--- src/rtl/cs_pkg.sv ---
package cs_pkg;
  localparam int ADDR_W   = 24;
  localparam int BASE_LSB = 11;
  localparam int BASE_W   = ADDR_W - BASE_LSB;
  localparam int BSZ_W    = 3;
  localparam int WAIT_W   = 4;
  localparam int WAIT_MAX = 13;
  localparam int CFG_W    = 16;
  localparam int FC_W     = 3;

  typedef struct packed {
    logic [BASE_W-1:0] base;
    logic [BSZ_W-1:0]  bsize;
  } base_t;

  typedef struct packed {
    logic [WAIT_W-1:0] waits;
    logic              avec_en;
    logic [1:0]        rw;    // bit0 read, bit1 write
    logic [1:0]        lane;  // bit0 lower, bit1 upper
  } opt_t;

  function automatic int block_lsb(logic [BSZ_W-1:0] code);
    case (code)
      3'd0:    return 11;
      3'd1:    return 13;
      3'd2:    return 14;
      3'd3:    return 16;
      3'd4:    return 17;
      3'd5:    return 18;
      3'd6:    return 19;
      default: return 20;
    endcase
  endfunction

  function automatic opt_t opt_from_word(logic [CFG_W-1:0] w);
    opt_t o;
    o.lane    = w[1:0];
    o.rw      = w[3:2];
    o.avec_en = w[4];
    o.waits   = (w[8:5] > WAIT_W'(WAIT_MAX)) ? WAIT_W'(WAIT_MAX) : w[8:5];
    return o;
  endfunction
endpackage

--- src/rtl/cs_regs.sv ---
module cs_regs
  import cs_pkg::*;
#(
  parameter int NUM_CS = 4,
  parameter int CH_W   = 2
) (
  input  logic              clk_i,
  input  logic              rst_ni,
  input  logic              cfg_we_i,
  input  logic [CH_W-1:0]   cfg_ch_i,
  input  logic              cfg_opt_i,
  input  logic [CFG_W-1:0]  cfg_wdata_i,
  input  logic [NUM_CS-1:0] strap_i,
  output base_t             base_o [NUM_CS],
  output opt_t              opt_o  [NUM_CS],
  output logic [NUM_CS-1:0] pin_hi_o
);
  logic              captured_q;
  logic [NUM_CS-1:0] pin_hi_q;

  // strap capture on the first edge after reset release
  always_ff @(posedge clk_i or negedge rst_ni) begin
    if (!rst_ni) begin
      captured_q <= 1'b0;
      pin_hi_q   <= '1;
    end else if (!captured_q) begin
      captured_q <= 1'b1;
      pin_hi_q   <= strap_i;
    end
  end

  assign pin_hi_o = pin_hi_q;

  for (genvar c = 0; c < NUM_CS; c++) begin : g_ch
    base_t base_q;
    opt_t  opt_q;
    logic  sel;

    assign sel = cfg_we_i && (cfg_ch_i == CH_W'(c));

    always_ff @(posedge clk_i or negedge rst_ni) begin
      if (!rst_ni) begin
        base_q <= '0;
        opt_q  <= '0;
      end else if (sel) begin
        if (cfg_opt_i) opt_q  <= opt_from_word(cfg_wdata_i);
        else           base_q <= base_t'(cfg_wdata_i);
      end
    end

    assign base_o[c] = base_q;
    assign opt_o[c]  = opt_q;
  end
endmodule

--- src/rtl/cs_match.sv ---
module cs_match
  import cs_pkg::*;
(
  input  base_t             base_i,
  input  opt_t              opt_i,
  input  logic              pin_en_i,
  input  logic              bus_valid_i,
  input  logic              ext_i,
  input  logic [ADDR_W-1:0] addr_i,
  input  logic              rw_i,
  input  logic              word_i,
  output logic              hit_o
);
  logic addr_ok, rw_ok, lane_ok, upper_act, lower_act;
  int   lsb;

  always_comb begin
    lsb     = block_lsb(base_i.bsize);
    addr_ok = 1'b1;
    for (int j = 0; j < BASE_W; j++) begin
      if ((j + BASE_LSB) >= lsb && addr_i[j+BASE_LSB] != base_i.base[j]) addr_ok = 1'b0;
    end
  end

  assign upper_act = word_i | ~addr_i[0];
  assign lower_act = word_i |  addr_i[0];
  assign rw_ok     = rw_i ? opt_i.rw[0] : opt_i.rw[1];
  assign lane_ok   = (opt_i.lane[1] & upper_act) | (opt_i.lane[0] & lower_act);
  assign hit_o     = bus_valid_i & ext_i & pin_en_i & addr_ok & rw_ok & lane_ok;

  always_comb begin
    if (hit_o) begin
      p_hit_needs_enabled_fields_r1: assert (opt_i.lane != 2'b00 && opt_i.rw != 2'b00)
        else $error("hit with disabled option fields");
    end
  end
endmodule

--- src/rtl/cs_term.sv ---
module cs_term
  import cs_pkg::*;
#(
  parameter int NUM_CS = 4
) (
  input  logic              clk_i,
  input  logic              rst_ni,
  input  logic [NUM_CS-1:0] hit_i,
  input  opt_t              opt_i [NUM_CS],
  input  logic              bus_valid_i,
  input  logic              ext_i,
  input  logic [FC_W-1:0]   fc_i,
  input  logic [3:0]        addr_type_i,
  input  logic              rw_i,
  output logic              dsack_o,
  output logic              avec_o
);
  logic [WAIT_W-1:0] sel_wait, cnt_q;
  logic              sel_avec, any_hit, iack;

  // lowest index wins
  always_comb begin
    sel_wait = '0;
    sel_avec = 1'b0;
    for (int c = NUM_CS - 1; c >= 0; c--) begin
      if (hit_i[c]) begin
        sel_wait = opt_i[c].waits;
        sel_avec = opt_i[c].avec_en;
      end
    end
  end

  assign any_hit = |hit_i;
  assign iack    = (fc_i == '1) && (addr_type_i == 4'hF) && rw_i;
  assign avec_o  = any_hit & sel_avec & iack;
  assign dsack_o = any_hit & ~(sel_avec & iack) & (cnt_q == sel_wait);

  always_ff @(posedge clk_i or negedge rst_ni) begin
    if (!rst_ni)                          cnt_q <= '0;
    else if (!bus_valid_i)                cnt_q <= '0;
    else if (any_hit && cnt_q < sel_wait) cnt_q <= cnt_q + 1'b1;
  end

  p_offbus_silent_r5: assert property (@(posedge clk_i) disable iff (!rst_ni)
    !ext_i |-> (!dsack_o && !avec_o));

  p_avec_only_iack_r6: assert property (@(posedge clk_i) disable iff (!rst_ni)
    avec_o |-> (fc_i == 3'b111 && addr_type_i == 4'hF && rw_i));

  p_single_term_r8: assert property (@(posedge clk_i) disable iff (!rst_ni)
    !(avec_o && dsack_o));

  p_wait_bound_r7: assert property (@(posedge clk_i) disable iff (!rst_ni)
    cnt_q <= WAIT_W'(WAIT_MAX));

  p_wait_needs_cycle_r7: assert property (@(posedge clk_i) disable iff (!rst_ni)
    ($rose(dsack_o) && sel_wait != '0) |-> $past(bus_valid_i));
endmodule

--- src/rtl/cs_bank.sv ---
module cs_bank
  import cs_pkg::*;
#(
  parameter int NUM_CS = 4,
  localparam int CH_W  = (NUM_CS > 1) ? $clog2(NUM_CS) : 1
) (
  input  logic                clk_i,
  input  logic                rst_ni,
  input  logic                cfg_we_i,
  input  logic [CH_W-1:0]     cfg_ch_i,
  input  logic                cfg_opt_i,
  input  logic [15:0]         cfg_wdata_i,
  input  logic [NUM_CS-1:0]   strap_i,
  input  logic                bus_valid_i,
  input  logic                ext_i,
  input  logic [23:0]         addr_i,
  input  logic [2:0]          fc_i,
  input  logic                rw_i,
  input  logic                word_i,
  output logic [NUM_CS-1:0]   cs_o,
  output logic                dsack_o,
  output logic                avec_o,
  output logic [2*NUM_CS-1:0] pin_func_o
);
  base_t             base_w [NUM_CS];
  opt_t              opt_w  [NUM_CS];
  logic [NUM_CS-1:0] pin_hi, hit;

  cs_regs #(.NUM_CS(NUM_CS), .CH_W(CH_W)) u_regs (
    .clk_i, .rst_ni, .cfg_we_i, .cfg_ch_i, .cfg_opt_i, .cfg_wdata_i, .strap_i,
    .base_o(base_w), .opt_o(opt_w), .pin_hi_o(pin_hi)
  );

  for (genvar c = 0; c < NUM_CS; c++) begin : g_match
    cs_match u_match (
      .base_i(base_w[c]), .opt_i(opt_w[c]), .pin_en_i(pin_hi[c]),
      .bus_valid_i, .ext_i, .addr_i, .rw_i, .word_i, .hit_o(hit[c])
    );
    assign pin_func_o[2*c+1:2*c] = {pin_hi[c], 1'b1};
  end

  cs_term #(.NUM_CS(NUM_CS)) u_term (
    .clk_i, .rst_ni, .hit_i(hit), .opt_i(opt_w), .bus_valid_i, .ext_i,
    .fc_i, .addr_type_i(addr_i[19:16]), .rw_i, .dsack_o, .avec_o
  );

  assign cs_o = hit;

  p_cs_needs_pin_r9: assert property (@(posedge clk_i) disable iff (!rst_ni)
    (cs_o & ~pin_hi) == '0);

  p_term_needs_cs_r8: assert property (@(posedge clk_i) disable iff (!rst_ni)
    (dsack_o || avec_o) |-> (cs_o != '0));
endmodule

--- config.mk ---
export PLATFORM = sky130hd
export DESIGN_NAME = cs_bank
export DESIGN_NICKNAME = d
export VERILOG_FILES = /design/src/rtl/cs_pkg.sv /design/src/rtl/cs_regs.sv /design/src/rtl/cs_match.sv /design/src/rtl/cs_term.sv /design/src/rtl/cs_bank.sv
export SDC_FILE = /design/constraint.sdc
export NUM_CORES = 1
export LEC_CHECK = 0
export BUFFER_PORTS_ARGS = -buffer_cell sky130_fd_sc_hd__buf_2
export CAP_MARGIN = 20
export CORE_ASPECT_RATIO = 0.8
export CORE_UTILIZATION = 58
export CTS_CLUSTER_SIZE = 16
export DETAILED_ROUTE_END_ITERATION = 8
export PLACE_DENSITY_LB_ADDON = 0.25
export RECOVER_POWER = 100
export SYNTH_ARGS = -nofsm -noshare
export SYNTH_HDL_FRONTEND = slang
export SYNTH_HIERARCHICAL = 1
export SYNTH_SLANG_ARGS = --single-unit
export TNS_END_PERCENT = 10
--- constraint.sdc ---
create_clock -name clk_i -period 4 [get_ports clk_i]
set_input_delay 0.2 -clock clk_i [delete_from_list [all_inputs] [get_ports clk_i]]
set_output_delay 0.2 -clock clk_i [all_outputs]
set_load 0.03 [all_outputs]
==> qor.txt, run 1 <==
outcome -> finished with violations
failing checks -> max-capacitance violations, max-slew violations
setup TNS -> 0 ps
CP max stage delay -> 420 ps
Power per Cell Area -> 506.9 nW/um2
WS Path Type -> reg -> out
Seq/Total Area, Yosys -> 0.4969
library cells used by synthesis -> 45
cell breakdown of the critical path -> xnor2_1, a22oi_1, nor4_1, o2111a_1, nor2b_1, a221oi_1, nor3_1, a21oi_1, ha_1, nand4_1, nor3_2, buf_2
vias in the first global route -> 3503
GP Congestion -> 0.8882
Root Driver -> clkbuf_16
Die Wd -> 110.9 um
CTS tree -> done
Layout area overhead -> 11.13%
Worst R2R Start -> u_regs/pin_hi_o[2]
most frequent cell after synthesis -> dfrtp_1
Crit. End Element -> primary output
skew final -> 5.493 ps
Overall Global Routing Usage -> 0.2580
port bufs -> 56
wire length per cell -> 20.14 um
crit path max fanout -> 5
top cells by area, synth -> dfrtp_1, mux2_2, xnor2_1
fin nets -> 525
r2r worst-path depth -> 12
RSZ-0062 raised after global routing -> no
# H-tree levels -> 3
synthesized cell area -> 5499 um2
Final Max Slew Viols -> 76
cell depth of the worst hold path -> 2
most frequent cells after synthesis -> dfrtp_1, mux2_2, xnor2_1, xor2_1, nor3_1
Synth async-reset ratio -> 1.000
Peak VDD IR -> 0.2951 mV
drt drc -> 0
Die Area -> 9877 um2
startpoint types -> flop
Hold Buf Count CTS -> 0
post-route minimum period -> 3630 ps
HPWL Detailed -> 8.315 mm
setup violators final -> 0
Resize count post-CTS -> 0
# IOs -> 71
Worst Path Required -> 3800 ps
largest net degree at the start of global routing -> 82
global-route wire length before repair -> 19.09 mm
Via Count -> 3499
clk_lat worst skew -> 350 ps
Worst Max-Slew Pin Slew -> 1858 ps
dominant register cell in the synthesized netlist -> dfrtp_1
DR iter-0 viols -> 197
clock sink count -> 109
fin crit share -> 0.9076
die height -> 89.09 um
layout cells sized above 1 -> 0.3846
#FFs+latches synth -> 109
HP Start -> strap_i[3]
Post-Route WL -> 11.74 mm
drt first pass iters -> 4
antenna violation net count after detailed routing -> 0
largest area contributor in the netlist -> dfrtp_1
final hold viol count -> 0
clock buffer depth -> 2
PnR worst setup slack -> 369.8 ps
DP Worst Slack -> 637.1 ps
crit path DAT -> 3430 ps
cts bufs inserted -> 9
Max-slew headroom -> -0.2386
clk slew on worst S/H paths -> 60 ps
Leak Pwr -> 2.591 nW
Row Count -> 31
Synthesis Warnings -> 6
EDFF count, synth -> 0
reg2reg setup slack -> 540 ps
Mapped Avg Cell Area -> 13.58 um2
Post-Synthesis Cells -> 405
grt total ovfl -> 0
Min-Delay Endpoint -> u_regs/pin_hi_o[3]
Initial Util -> 0.6033
HP Class -> in -> reg
via/cell ratio -> 6.002
CP max-delay cell -> nor2b_1
post-CTS setup buffers -> 0
Synth top area share -> 0.4778
core area -> 9115 um2
Highest Clock Rate -> 275.5 MHz
ant diodes -> 0
Max-cap violations -> 1
Reg-to-Reg End -> u_term/cnt_q[0]
initial antenna violation count -> 0
[state kept, by name (all words and copies together) (netlist names)]
name,cells
u_term/cnt_q,4
u_regs/pin_hi_o,4
u_regs/opt_o,36
u_regs/captured_q,1
u_regs/base_o,64
[worst max path at each step]
stage                                   from               to  slack [ps]  cells past startpoint
after floorplan           u_regs/pin_hi_o[3]  u_term/cnt_q[3]         830                     12
after global placement    u_regs/pin_hi_o[2]  u_term/cnt_q[3]         720                     12
after detailed placement  u_regs/pin_hi_o[2]  u_term/cnt_q[3]         640                     12
after CTS                 u_regs/pin_hi_o[2]          dsack_o         470                     10
after global routing       u_regs/base_o[11]          dsack_o         150                     12
final                      u_regs/base_o[11]          dsack_o         370                     12
[cell families (layout without fill, tap and decap cells)]
| group | after synthesis | after routing | share of synthesized area |
|---|---|---|---|
| AO/OA/AOI/OAI | 50 | 50 | 0.06849 |
| XOR/XNOR | 52 | 52 | 0.08282 |
| adder cells (fa/ha/maj) | 5 | 5 | 0.01138 |
| buffers and inverters | 20 | 80 | 0.02707 |
| flip-flops | 109 | 109 | 0.4969 |
| multiplexers | 117 | 117 | 0.2444 |
| other | 2 | 5 | 0.001366 |
| AND/OR/NAND/NOR | 50 | 50 | 0.06757 |
[through the flow]
step           power, W  instances  cell area [um2]    util  hold slack, ps
2_1_floorplan  0.001926        408             5510       -          -95.59
3_3_place_gp   0.002094        565             5866  0.6435           426.2
3_5_place_dp   0.002127        565             5866  0.6435           433.0
4_1_cts        0.003142        581             6206  0.6809           60.34
5_1_grt        0.003244        583             6111  0.6704           79.67
6_report       0.003098        583             6111  0.6704           74.97
[placed cells by master (no fill, tap or decap), types with 9 or more instances in the layout]
| cell type | Yosys | routed |
|---|---|---|
| nor3_1 | 11 | 12 |
| mux2i_1 | 9 | 9 |
| xnor2_1 | 32 | 32 |
| dfrtp_1 | 105 | 105 |
| clkbuf_16 | 0 | 9 |
| o21ai_0 | 9 | 9 |
| xor2_1 | 20 | 20 |
| buf_2 | 5 | 46 |
| mux2_2 | 98 | 97 |
| mux2_1 | 0 | 9 |
| clkbuf_1 | 1 | 15 |
[per-layer routing]
layer / track usage / share of wire / vias to the layer above
met2: 0.4178 / 0.47 / 96
met4: 0.05939 / 0.0095 / 0
li1: - / - / 1602
met1: 0.3535 / 0.46 / 1791
met3: 0.06847 / 0.052 / 10
met5: 0 / 0 / -
[power breakdown]
| group | internal (W) | leakage (nW) | switching [W] |
|---|---|---|---|
| Sequential | 0.00133 | 1.31 | 0.000177 |
| Clock | 0.000612 | 0.163 | 0.000393 |
| Combinational | 0.000326 | 1.12 | 0.000256 |
[worst max-delay path, delay by kind of cell, from the launching register on]
kind / cells / cell delay, ps
AO/OA/AOI/OAI: 4 / 720
XOR/XNOR: 1 / 260
adder cells (fa/ha/maj): 1 / 340
buffers and inverters: 1 / 210
flip-flops: 1 / 400
AND/OR/NAND/NOR: 5 / 1150
[final cells by class]
| type | instances | area, um2 |
|---|---|---|
| clock buffer | 10 | 229.0 |
| clock inverter | 6 | 111.4 |
| fill | 689 | 3004 |
| inverter | 1 | 3.754 |
| multi-input combinational | 279 | 2587 |
| sequential | 109 | 2733 |
| tap | 115 | 143.9 |
| timing repair buffer | 63 | 302.8 |
No activity file was read; power rests on OpenSTA's default activity.
==> run 2, diff against run 1 <==
--- a/config.mk
+++ b/config.mk
@@ -12,7 +12,6 @@
 export CTS_CLUSTER_SIZE = 16
 export DETAILED_ROUTE_END_ITERATION = 8
 export PLACE_DENSITY_LB_ADDON = 0.25
-export RECOVER_POWER = 100
 export SYNTH_ARGS = -nofsm -noshare
 export SYNTH_HDL_FRONTEND = slang
 export SYNTH_HIERARCHICAL = 1
==> qor.txt, run 2 (synthesis results as in run 1) <==
crit path DAT -> 3360 ps (-70 ps)
RSZ-0062 raised after global routing -> no
setup TNS -> 0 ps (unchanged)
cell breakdown of the critical path -> o2111ai_1, nor4_1, o2111a_1, nor2b_2, a221oi_1, o31ai_1, ha_1, nand4_1, nor3_2, buf_2
Post-Route WL -> 11.77 mm (+0.19%)
Reg-to-Reg End -> u_term/cnt_q[3]
wire length per cell -> 20.18 um (+0.19%)
layer with the highest usage -> met2
global-route wire length before repair -> 19.09 mm (unchanged)
GP Congestion -> 0.8882 (unchanged)
Resize count post-CTS -> 0 (unchanged)
reg2reg setup slack -> 560 ps (+20 ps)
CP max-delay cell -> dfstp_2
core area -> 9115 um2 (unchanged)
# IOs -> 71 (unchanged)
die height -> 89.09 um (unchanged)
post-route minimum period -> 3557 ps (-73.26 ps)
Highest Clock Rate -> 281.1 MHz (+2.1%)
clock buffer depth -> 2 (unchanged)
Initial Util -> 0.6033 (unchanged)
cell depth of the worst hold path -> 2 (unchanged)
Overall Global Routing Usage -> 0.2580 (unchanged)
met3 Usage GRT -> 0.06847 (unchanged)
CP startpoint -> u_regs/pin_hi_o[2]
clk_lat worst skew -> 350 ps (about the same)
# H-tree levels -> 3 (unchanged)
port bufs -> 56 (unchanged)
Min-Delay Endpoint -> u_regs/pin_hi_o[2]
clock sink count -> 109 (unchanged)
layout cells sized above 1 -> 0.4487 (+0.06410)
drt drc -> 0 (unchanged)
worst hold slack -> 91.79 ps (+16.83 ps)
final hold viol count -> 0 (unchanged)
fin crit share -> 0.8892 (-0.01832)
largest net degree at the start of global routing -> 82 (unchanged)
WS Path Type -> reg -> out
Max-cap violations -> 0 (-1)
Root Driver -> clkbuf_16
Worst Path Required -> 3800 ps (about the same)
grt total ovfl -> 0 (unchanged)
post-CTS setup buffers -> 0 (unchanged)
Sequential Area -> 2733 um2 (unchanged)
Final Max Slew Viols -> 0 (-100%)
Power per Cell Area -> 499.8 nW/um2 (-1.4%)
number of flip-flops under the largest register name -> 64 (unchanged)
skew final -> 5.013 ps (-0.4802 ps)
Worst R2R Start -> u_regs/pin_hi_o[2]
CP max stage delay -> 550 ps (+130 ps)
DP Worst Slack -> 637.1 ps (unchanged)
most common library cell in the layout ignoring fill and taps -> dfrtp_1
met2 global-route usage -> 0.4178 (unchanged)
outcome -> complete, no violations
DR iter-0 viols -> 207 (+5.1%)
HPWL Detailed -> 8.315 mm (unchanged)
Worst Max-Slew Pin Slew -> 777.1 ps (-1081 ps)
fill cell count -> 659 (-4.4%)
Layout area overhead -> 13.54%
antenna violation net count after detailed routing -> 0 (unchanged)
Die Wd -> 110.9 um (unchanged)
drt first pass iters -> 4 (unchanged)
HP Start -> strap_i[2]
Crit. End Element -> primary output
setup violators final -> 0 (unchanged)
Max-slew headroom -> 0.4800 (+0.7186)
r2r worst-path depth -> 12 (unchanged)
CTS tree -> done
startpoint types -> flop
Die Area -> 9877 um2 (unchanged)
ant diodes -> 0 (unchanged)
vias in the first global route -> 3503 (unchanged)
initial antenna violation count -> 0 (unchanged)
crit path max fanout -> 8 (+3)
via/cell ratio -> 5.976 (-0.43%)
Hold Buf Count CTS -> 0 (unchanged)
Leak Pwr -> 2.687 nW (+3.7%)
PnR worst setup slack -> 443.1 ps (+73.27 ps)
Row Count -> 31 (unchanged)
HP Class -> in -> reg
Via Count -> 3484 (-0.43%)
multi-input logic area -> 2665 um2 (+3.0%)
met1 Use GR -> 0.3535 (unchanged)
commonest cells after routing, fill and taps aside -> dfrtp_1, mux2_2, buf_2, xnor2_1, xor2_1
cts bufs inserted -> 9 (unchanged)
clk slew on worst S/H paths -> 60 ps (about the same)
Peak VDD IR -> 0.2940 mV (-0.36%)
fin nets -> 525 (unchanged)
-- run 2: cell count changes in the layout (fill, tap and decap cells not counted), moves of 2 or more --
cell      change
mux2_1        -9
clkbuf_2      -2
nor4b_1       -2
buf_4         +6
buf_2         +9
clkbuf_1     -14
mux2_4        +8
-- run 2: how the worst max path moves through the flow --
| stage | end | slack [ps] | cells past startpoint |
|---|---|---|---|
| finish | dsack_o | 440 | 10 |
| CTS | dsack_o | 470 | 10 |
| detailed placement | u_term/cnt_q[3] | 640 | 12 |
| global placement | u_term/cnt_q[3] | 720 | 12 |
| floorplan | u_term/cnt_q[3] | 830 | 12 |
| global route | dsack_o | 290 | 12 |
-- run 2: routing by layer --
layer  routed length, um  vias to the layer above
met3                 669                       12
met2                5518                      100
met1                5457                     1767
li1                    -                     1605
met4                 121                        0
met5                   0                        -
-- run 2: final cells by class --
class / instances / area share
well taps: 115 / 0.02305
clock inverters: 6 / 0.01784
repair buffers: 63 / 0.05731
multi-input cells: 279 / 0.4269
inverters: 1 / 0.0006012
flip-flops and latches: 109 / 0.4377
clock buffers: 10 / 0.03667
-- run 2: per-stage QoR --
stage / utilization / total power, W / cell area [um2] / std cells
5_1_grt: 0.6850 / 0.003268 / 6243 / 583
2_1_floorplan: - / 0.001926 / 5510 / 408
4_1_cts: 0.6809 / 0.003142 / 6206 / 581
3_3_place_gp: 0.6435 / 0.002094 / 5866 / 565
3_5_place_dp: 0.6435 / 0.002127 / 5866 / 565
6_report: 0.6850 / 0.003121 / 6243 / 583
-- run 2: critical path, delay by kind of cell (launching register included) --
kind,cells,cell delay (ps)
AOI/OAI and AO/OA,4,1150
DFF,1,550
adders and majority gates,1,310
and+or+nand+nor,4,770
buffers and inverters,1,210
-- run 2: report_power, final --
part | internal, W | switching (W) | leakage (nW)
combinational | 0.000346 | 0.000259 | 1.21
sequential | 0.00133 | 0.000178 | 1.31
clock | 0.000612 | 0.000392 | 0.163
